[config.mk]
export PLATFORM = sky130hd
export DESIGN_NAME = rtc_ctrl_pin
export DESIGN_NICKNAME = d
export VERILOG_FILES = /design/src/rtl/rtc_ctrl_pkg.sv /design/src/rtl/rtc_ctrl_reg.sv /design/src/rtl/rtc_sqw_div.sv /design/src/rtl/rtc_pin_mux.sv /design/src/rtl/rtc_ctrl_pin.sv
export SDC_FILE = /design/constraint.sdc
export NUM_CORES = 1
export LEC_CHECK = 0
export CAP_MARGIN = 5
export CORE_ASPECT_RATIO = 0.7
export CORE_MARGIN = 5
export CORE_UTILIZATION = 45
export CTS_CLUSTER_SIZE = 25
export DETAILED_ROUTE_END_ITERATION = 8
export PLACE_DENSITY = 0.79
export SETUP_SLACK_MARGIN = 0.4
export SYNTH_ARGS = -nofsm -noshare
export SYNTH_HDL_FRONTEND = slang
export SYNTH_SLANG_ARGS = --single-unit
[constraint.sdc]
create_clock -name clk -period 2.21 [get_ports clk]
set_input_delay 0.221 -clock clk [delete_from_list [all_inputs] [get_ports clk]]
set_output_delay 0.221 -clock clk [all_outputs]
set_load 0.01 [all_outputs]
[src/rtl/rtc_ctrl_pkg.sv]
package rtc_ctrl_pkg;
    localparam int          REG_W   = 8;
    localparam int          ADDR_W  = 8;
    localparam logic [7:0]  RD_ADDR = 8'h0E;
    localparam logic [7:0]  WR_ADDR = 8'h8E;
    localparam logic [7:0]  RST_VAL = 8'h1C;

    typedef enum logic [1:0] {
        RATE_1HZ = 2'b00,
        RATE_1K  = 2'b01,
        RATE_4K  = 2'b10,
        RATE_8K  = 2'b11
    } rate_e;

    typedef struct packed {
        logic  osc_stop;   // bit 7: oscillator may stop on battery
        logic  bat_pin;    // bit 6: keep pin active on battery
        logic  conv;       // bit 5: conversion request
        rate_e rate;       // bits 4:3
        logic  irq_mode;   // bit 2: 1 = interrupt, 0 = square wave
        logic  al2_en;     // bit 1
        logic  al1_en;     // bit 0
    } ctrl_t;
endpackage

[src/rtl/rtc_ctrl_reg.sv]
module rtc_ctrl_reg
    import rtc_ctrl_pkg::*;
#(
    parameter int         AW    = ADDR_W,
    parameter logic [7:0] RADDR = RD_ADDR,
    parameter logic [7:0] WADDR = WR_ADDR
) (
    input  logic          clk,
    input  logic          rst_n,
    input  logic          wr_i,
    input  logic [AW-1:0] addr_i,
    input  logic [REG_W-1:0] wdata_i,
    input  logic          conv_done_i,
    output ctrl_t         ctrl_o,
    output logic [REG_W-1:0] rdata_o
);
    typedef struct packed {
        ctrl_t ctrl;
    } reg_st_t;

    reg_st_t st_d, st_q;
    logic    hit;
    logic    set_conv;
    ctrl_t   wr_view;

    always_comb begin
        wr_view  = ctrl_t'(wdata_i);
        hit      = wr_i && (addr_i == AW'(WADDR));
        set_conv = hit && wr_view.conv;
        st_d     = st_q;
        if (hit) begin
            st_d.ctrl      = wr_view;
            st_d.ctrl.conv = st_q.ctrl.conv;
        end
        if (conv_done_i) st_d.ctrl.conv = 1'b0;
        if (set_conv)    st_d.ctrl.conv = 1'b1;
    end

    always_ff @(posedge clk or negedge rst_n) begin
        if (!rst_n) st_q <= reg_st_t'(RST_VAL);
        else        st_q <= st_d;
    end

    assign ctrl_o  = st_q.ctrl;
    assign rdata_o = (addr_i == AW'(RADDR)) ? st_q.ctrl : '0;

    a_r3_conv_holds: assert property (@(posedge clk) disable iff (!rst_n)
        (ctrl_o.conv && !conv_done_i) |=> ctrl_o.conv);
    a_r3_done_clears: assert property (@(posedge clk) disable iff (!rst_n)
        (conv_done_i && !(wr_i && addr_i == AW'(WADDR) && wdata_i[5])) |=> !ctrl_o.conv);
    a_r2_foreign_addr: assert property (@(posedge clk) disable iff (!rst_n)
        (!conv_done_i && !(wr_i && addr_i == AW'(WADDR))) |=> $stable(ctrl_o));
endmodule

[src/rtl/rtc_sqw_div.sv]
module rtc_sqw_div
    import rtc_ctrl_pkg::*;
#(
    parameter int DIV_W   = 15,
    parameter int TAP_1HZ = DIV_W - 1,
    parameter int TAP_1K  = 4,
    parameter int TAP_4K  = 2,
    parameter int TAP_8K  = 1
) (
    input  logic  clk,
    input  logic  rst_n,
    input  logic  adv_i,
    input  rate_e rate_i,
    output logic  sq_o
);
    localparam int NRATE = 4;

    typedef struct packed {
        logic [DIV_W-1:0] cnt;
    } div_st_t;

    div_st_t st_d, st_q;
    logic [NRATE-1:0] taps;

    always_comb begin
        st_d = st_q;
        if (adv_i) st_d.cnt = st_q.cnt + 1'b1;
    end

    always_ff @(posedge clk or negedge rst_n) begin
        if (!rst_n) st_q <= '0;
        else        st_q <= st_d;
    end

    localparam int TAPS [NRATE] = '{TAP_1HZ, TAP_1K, TAP_4K, TAP_8K};
    for (genvar g = 0; g < NRATE; g++) begin : g_tap
        assign taps[g] = st_q.cnt[TAPS[g]];
    end

    assign sq_o = taps[rate_i];

    a_r5_hold_stopped: assert property (@(posedge clk) disable iff (!rst_n)
        !adv_i |=> $stable(st_q.cnt));
    a_r5_step_once: assert property (@(posedge clk) disable iff (!rst_n)
        adv_i |=> (st_q.cnt == DIV_W'($past(st_q.cnt) + 1'b1)));
endmodule

[src/rtl/rtc_pin_mux.sv]
module rtc_pin_mux
    import rtc_ctrl_pkg::*;
(
    input  ctrl_t ctrl_i,
    input  logic  vcc_ok_i,
    input  logic  sq_i,
    input  logic  al1_i,
    input  logic  al2_i,
    output logic  osc_run_o,
    output logic  drive_low_o,
    output logic  oe_o
);
    logic irq;
    logic low_lvl;

    always_comb begin
        irq         = (al1_i && ctrl_i.al1_en) || (al2_i && ctrl_i.al2_en);
        low_lvl     = ctrl_i.irq_mode ? irq : !sq_i;
        oe_o        = vcc_ok_i || ctrl_i.bat_pin;
        drive_low_o = oe_o && low_lvl;
        osc_run_o   = vcc_ok_i || !ctrl_i.osc_stop;
    end
endmodule

[src/rtl/rtc_ctrl_pin.sv]
module rtc_ctrl_pin
    import rtc_ctrl_pkg::*;
#(
    parameter int DIV_W = 15
) (
    input  logic       clk,
    input  logic       rst_n,
    input  logic       bus_wr,
    input  logic [7:0] bus_addr,
    input  logic [7:0] bus_wdata,
    output logic [7:0] bus_rdata,
    input  logic       tick_32k,
    input  logic       vcc_ok,
    input  logic       alarm1_flag,
    input  logic       alarm2_flag,
    input  logic       conv_done,
    output logic       osc_run,
    output logic       conv_req,
    output logic       pin_drive_low,
    output logic       pin_oe
);
    ctrl_t ctrl;
    logic  sq;

    rtc_ctrl_reg u_reg (
        .clk        (clk),
        .rst_n      (rst_n),
        .wr_i       (bus_wr),
        .addr_i     (bus_addr),
        .wdata_i    (bus_wdata),
        .conv_done_i(conv_done),
        .ctrl_o     (ctrl),
        .rdata_o    (bus_rdata)
    );

    rtc_sqw_div #(.DIV_W(DIV_W)) u_div (
        .clk   (clk),
        .rst_n (rst_n),
        .adv_i (tick_32k && osc_run),
        .rate_i(ctrl.rate),
        .sq_o  (sq)
    );

    rtc_pin_mux u_mux (
        .ctrl_i     (ctrl),
        .vcc_ok_i   (vcc_ok),
        .sq_i       (sq),
        .al1_i      (alarm1_flag),
        .al2_i      (alarm2_flag),
        .osc_run_o  (osc_run),
        .drive_low_o(pin_drive_low),
        .oe_o       (pin_oe)
    );

    assign conv_req = ctrl.conv;

    a_r4_mains_runs: assert property (@(posedge clk) disable iff (!rst_n)
        vcc_ok |-> osc_run);
    a_r8_hiz_quiet: assert property (@(posedge clk) disable iff (!rst_n)
        !pin_oe |-> !pin_drive_low);
    a_r8_mains_drives: assert property (@(posedge clk) disable iff (!rst_n)
        vcc_ok |-> pin_oe);
    a_r7_no_flag_no_irq: assert property (@(posedge clk) disable iff (!rst_n)
        (ctrl.irq_mode && !alarm1_flag && !alarm2_flag) |-> !pin_drive_low);
endmodule

* After elaboration in Yosys (flattened, before gate mapping)
Cells that the tools add are included.
** Storage, ports and cells
- Word-level logic and storage cells :: 30
- Register bits after elaboration :: 23
- Output and inout port bits :: 12
- Input bits :: 24
** Operators by class
- Reductions and logical operators :: 12
- Magnitude comparators :: 1
- Equal/unequal tests :: 2
- Multiplexer cells :: 6
- Add/sub/neg operators :: 1
** Operator list (count)
- $add 15x1->15 const B :: 1
- $eq 8x4->1 const B :: 1
- $eq 8x8->1 const B :: 1
- $mux 8 :: 1
- $logic_and 1x1->1 :: 6
- $mux 1 :: 4
- $logic_or 1x1->1 :: 3
- $lt 2x3->1 const B :: 1
- $bmux 1 s2 :: 1
- $logic_not 1->1 :: 2
- $reduce_bool 2->1 :: 1

* Logic depth before layout (Yosys ltp)
- Depth in word-level cells :: 5
- Gate-level depth with buffers :: 5
- Depth with buffers taken out :: 4

* Hierarchy
Synthesis repeated with hierarchy kept, for this count alone.
** Unflattened totals
- Cell total of the unflattened synthesis :: 98
- Area total of the unflattened synthesis :: 1158.6 µm²
** Modules (own cells, without submodules)
- rtc_sqw_div :: area each 719.4 µm², times used 1, cells each 61
- rtc_ctrl_reg :: area each 392.9 µm², times used 1, cells each 30
- rtc_pin_mux :: area each 40.0 µm², times used 1, cells each 6
- rtc_ctrl_pin :: area each 6.3 µm², times used 1, cells each 1

* Worst setup path before layout
OpenSTA, ideal clock, no wires.
- Path kind :: input to output
- Start :: input bus_addr[5]
- End :: output bus_rdata[0]
- Arrival time :: 1516 ps
- Cell stages on the path :: 3
- Data required time :: 1989 ps
- Slack :: 473 ps
- Cells stage by stage :: or4b_4 nor4_1 and2_1
** On the way
- Cells in the longest elaborated chain, start to end :: 2
** RTL lines
- start, declared :: line rtc_ctrl_pin.sv:9 : input logic [7:0] bus_addr,
- $eq 8x4->1 :: line rtc_ctrl_reg.sv:45 : assign rdata_o = (addr_i == AW'(RADDR)) ? st_q.ctrl : '0;
- $mux 8 :: line rtc_ctrl_reg.sv:45
- end, declared :: line rtc_ctrl_pin.sv:11 : output logic [7:0] bus_rdata,
Every way passes these cells.

* Worst setup path in the final report
- Start :: register u_reg.st_q (netlist bit u_reg.ctrl_o[4])
- End :: output pin_drive_low
** On the way
- Cells in the longest elaborated chain, start to end :: 5
** RTL lines
- start, declared :: line rtc_ctrl_reg.sv:21 : reg_st_t st_d, st_q;
- start signal, assigned :: line rtc_ctrl_reg.sv:40 : if (!rst_n) st_q <= reg_st_t'(RST_VAL);
- start signal, assigned :: line rtc_ctrl_reg.sv:41 : else st_q <= st_d;
- $bmux 1 s2 :: line rtc_sqw_div.sv:40 : assign sq_o = taps[rate_i];
- $mux 1 (not written as such) :: line rtc_sqw_div.sv:40
- $logic_not 1->1 :: line rtc_pin_mux.sv:18 : low_lvl = ctrl_i.irq_mode ? irq : !sq_i;
- $mux 1 :: line rtc_pin_mux.sv:18
- $logic_and 1x1->1 :: line rtc_pin_mux.sv:20 : drive_low_o = oe_o && low_lvl;
- end, declared :: line rtc_ctrl_pin.sv:19 : output logic pin_drive_low,
Every way passes these cells. The select of a mux whose other input is x is not followed.

==> summary.txt <==
Synthesis
  • Synthesized Nets: around 130
  • FF+latch count, synth: 23
  • Synthesized area: between 0.001 and 0.0015 mm2
  • Post-synthesis cell type count: 26
  • Sequential fraction of the synthesis area: 51.6%
  • Area fraction of the dominant cell type after synthesis: between 40% and 50%
  • Synthesized instance count: 100
  • Area contributors post-synth: sky130_fd_sc_hd__dfrtp_1 45%, sky130_fd_sc_hd__dfstp_2 7.0%, sky130_fd_sc_hd__mux2_2 7.0%, sky130_fd_sc_hd__xor2_1 6.2%, sky130_fd_sc_hd__and2_1 5.6%
  • Average cell area after synthesis: between 10 and 15 um2
  • Syn. warnings: 0
  • Cell accounting for the most synthesized area: sky130_fd_sc_hd__dfrtp_1

Critical path
  • Startpoint type of the worst setup path: flip-flop
  • Arrival time at the worst endpoint: 1.66 ns
  • Capture point of the worst reg-to-reg path: u_div.st_q[14]$_DFFE_PN0P_
  • Critical path capture point type: output pin
  • Highest net fanout along the worst path: 3
  • Number of cells on the worst reg-to-reg path: 4
  • Worst setup slack for register-to-register paths: around 0.54 ns
  • Worst reg2reg path startpoint: u_div.st_q[4]$_DFFE_PN0P_
  • Class of the most critical setup path: flip-flop to output pin
  • Data required time at the worst endpoint: approximately 2 ns

Floorplan
  • Standard cell core area: 0.00242 mm2
  • Effective utilization at floorplan: between 40% and 50%
  • I/O pin cnt: 36
  • Horizontal die dimension: 69.7 um
  • Die Y: approximately 52 um
  • Full die area: roughly 0.0036 mm2
  • Standard-cell rows: 15

Layout
  • Nets@finish: approximately 170
  • Number of inserted diodes: 0
  • Number of fill cells in the layout: ~200
  • Layout-stage area growth over the synthesis result: 43.7%
  • Utilization after layout: about 67%
  • Layout cell share with drive strength beyond 1: a little under a third

Flow run
  • Total of max-cap violations: 0

Global routing
  • Number of antenna violations at the first check in global routing: 0
  • Vias in the first global route: between 800 and 900
  • Sum of overflow across all layers after global routing: 0
  • Largest net degree at the start of global routing: 24
  • Global-route wire length before repair: 4130 um
  • Overall Global Routing Usage: roughly 15%

Clocking
  • Hold Buf Count CTS: 0
  • CTS Buf Count: 3
  • Number of clock sinks: 23
  • Bufs on Longest Clock Path: 2
  • Skew-Pair Late Insertion Delay: around 0.3 ns
  • Root buf cell: sky130_fd_sc_hd__clkbuf_4
  • CTS tree: built
  • CTS clk-pin slew, worst paths: 0.12 ns
  • H-Tree Depth: 1

Route
  • Final ANT Viol Nets: 0
  • Remaining DRCs: 0
  • Total routed wirelength: ~2600 um
  • Via count: 877
  • Pre-antenna DRT Iters: 4
  • Detail-routed via count per cell: ~4.8
  • Number of DRC markers after the initial detailed-route iteration: between 50 and 60
  • Drt wl/cell: 14.3 um

STA
  • Final Hold Viols: 0
  • Crit path setup slack, layout: 0.332 ns
  • Maximum clock skew at final layout: slightly below 0.004 ns
  • Number of endpoints failing setup at the final stage: 0
  • Max Freq: around 530 MHz
  • Worst slew margin relative to its limit: approximately three quarters
  • Slew at the pin with the worst max-slew slack: between 0.3 and 0.4 ns
  • Shortest period the worst path allows: around 1.9 ns
  • RSZ-0062 raised after global routing: yes
  • Max-slew violation count: 0
  • Final period util: ~85%

Pwr
  • Pwr/cell area: ~600 mW/mm2
  • Worst-case vdd ir drop: around 0.00048 V
  • Leak Pwr: around 0.78 nW

Outcome
  • Result of the run: finished clean

Worst hold path
  • Type of the tightest min-delay check: primary input to asynchronous set/reset pin

Placement
  • Post-place setup slack: -0.310 ns
  • Count of input and output buffers: 35
  • Estimated wirelength of the detail-placed design: roughly 2000 um
  • Gpl congestion: 0.765
[worst max-delay path by stage]
stage / from / endpoint / slack (ns) / depth (start not counted)
floorplan: bus_addr[5] / bus_rdata[0] / 0.47 / 3
global placement: bus_addr[5] / bus_rdata[7] / -0.22 / 6
detailed placement: bus_addr[5] / bus_rdata[6] / -0.31 / 6
CTS: u_reg.ctrl_o[4]$_DFFE_PN1P_ / pin_drive_low / 0.32 / 3
global route: u_reg.ctrl_o[4]$_DFFE_PN1P_ / pin_drive_low / 0.28 / 3
finish: u_reg.ctrl_o[4]$_DFFE_PN1P_ / pin_drive_low / 0.33 / 3
[cell usage after synthesis]
cell / count
sky130_fd_sc_hd__xor2_1: 8
sky130_fd_sc_hd__ha_1: 1
sky130_fd_sc_hd__mux2_2: 7
sky130_fd_sc_hd__clkbuf_1: 2
sky130_fd_sc_hd__a21oi_1: 1
sky130_fd_sc_hd__inv_1: 4
sky130_fd_sc_hd__nand4_1: 3
sky130_fd_sc_hd__dfrtp_1: 20
sky130_fd_sc_hd__and3_1: 2
sky130_fd_sc_hd__or4b_4: 1
sky130_fd_sc_hd__mux4_2: 1
sky130_fd_sc_hd__dfstp_2: 3
sky130_fd_sc_hd__nand3_1: 5
sky130_fd_sc_hd__nor2_1: 3
sky130_fd_sc_hd__and2_1: 10
sky130_fd_sc_hd__nand2_1: 8
sky130_fd_sc_hd__nand2b_1: 1
sky130_fd_sc_hd__nor4_1: 2
sky130_fd_sc_hd__nor4b_1: 1
sky130_fd_sc_hd__nor3_1: 4
sky130_fd_sc_hd__xnor2_1: 6
sky130_fd_sc_hd__o21ai_0: 3
sky130_fd_sc_hd__nor4_4: 1
sky130_fd_sc_hd__or3_1: 1
sky130_fd_sc_hd__a22o_1: 1
sky130_fd_sc_hd__or2_2: 1
[cells by family after synthesis]
| logic type | after synthesis | synth area share [%] |
|---|---|---|
| fa+ha+maj | 1 | 1.11 |
| buf+inv | 6 | 2.01 |
| xor+xnor | 14 | 10.9 |
| mux | 8 | 9.03 |
| flops | 23 | 51.6 |
| simple gates | 43 | 22.7 |
| compound gates | 5 | 2.56 |
[per-stage QoR]
step                cells  hold slack (ns)  total power [mW]  TNS [ns]  instance area (um2)
floorplan             100          -0.0746             0.684         0                 1120
global placement      172            0.454             0.772     -1.75                 1550
detailed placement    172            0.458             0.783     -2.26                 1550
CTS                   180            0.256             0.963         0                 1580
global route          181            0.254              1.03         0                 1610
finish                181            0.253             0.962         0                 1610
[layout by cell type, fill, tap and decap left out, types with 2 or more instances in the layout]
cell type / synthesis / layout
sky130_fd_sc_hd__and2_1: 10 / 7
sky130_fd_sc_hd__and2_4: 0 / 3
sky130_fd_sc_hd__clkdlybuf4s50_1: 0 / 20
sky130_fd_sc_hd__dfrtp_1: 20 / 20
sky130_fd_sc_hd__nand3_1: 5 / 5
sky130_fd_sc_hd__buf_4: 0 / 8
sky130_fd_sc_hd__nor4_4: 1 / 2
sky130_fd_sc_hd__and3_1: 2 / 2
sky130_fd_sc_hd__o21ai_0: 3 / 3
sky130_fd_sc_hd__nor3_1: 4 / 4
sky130_fd_sc_hd__dlymetal6s2s_1: 0 / 2
sky130_fd_sc_hd__buf_2: 0 / 8
sky130_fd_sc_hd__mux2_2: 7 / 7
sky130_fd_sc_hd__clkbuf_4: 0 / 3
sky130_fd_sc_hd__nor2_1: 3 / 3
sky130_fd_sc_hd__buf_6: 0 / 6
sky130_fd_sc_hd__nand4_1: 3 / 3
sky130_fd_sc_hd__nand2_1: 8 / 7
sky130_fd_sc_hd__xnor2_1: 6 / 6
sky130_fd_sc_hd__inv_1: 4 / 4
sky130_fd_sc_hd__dfstp_2: 3 / 3
sky130_fd_sc_hd__xor2_1: 8 / 8
[area by class of cell]
cell class / count / area (um2) / area share [%]
timing repair buffer: 45 / 398 / 24.7
inverter: 4 / 15.0 / 0.931
tap: 34 / 42.5 / 2.64
multi-input combinational: 71 / 552 / 34.2
sequential: 23 / 579 / 35.9
clock buffer: 4 / 26.3 / 1.63
[layer usage]
layer / vias to the layer above / routed length, um / GRT usage (%)
li1: 439 / - / -
met1: 421 / 1160 / 18.7
met2: 15 / 1330 / 26.9
met3: 2 / 67 / 3.28
met4: 0 / 23 / 3.82
met5: - / 0 / 0
[power by group]
group	internal (mW)	total [mW]	switching, mW
registers	0.492	0.574	0.0815
logic	0.124	0.200	0.0758
clock network	0.0703	0.188	0.118
total	0.687	0.962	0.275
[registers in the layout (all words and copies together) (netlist names)]
register      flops
u_reg.ctrl_o      8
u_div.st_q       15
[worst max-delay path, cell delays in order, from the launching register on]
cell                      delay, ns
sky130_fd_sc_hd__dfstp_2       0.58
sky130_fd_sc_hd__mux4_2        0.50
sky130_fd_sc_hd__a21oi_1       0.13
sky130_fd_sc_hd__buf_2         0.14
[repair_timing]
item / CTS / global route
buffers inserted: 4 / 1
endpoints found under the setup margin: 15 / 6
endpoints found under the hold margin: 0 / 0
pin swaps: 4 / 1
gates resized for setup: 55 / 8
Power figures use the tool's default switching activity.
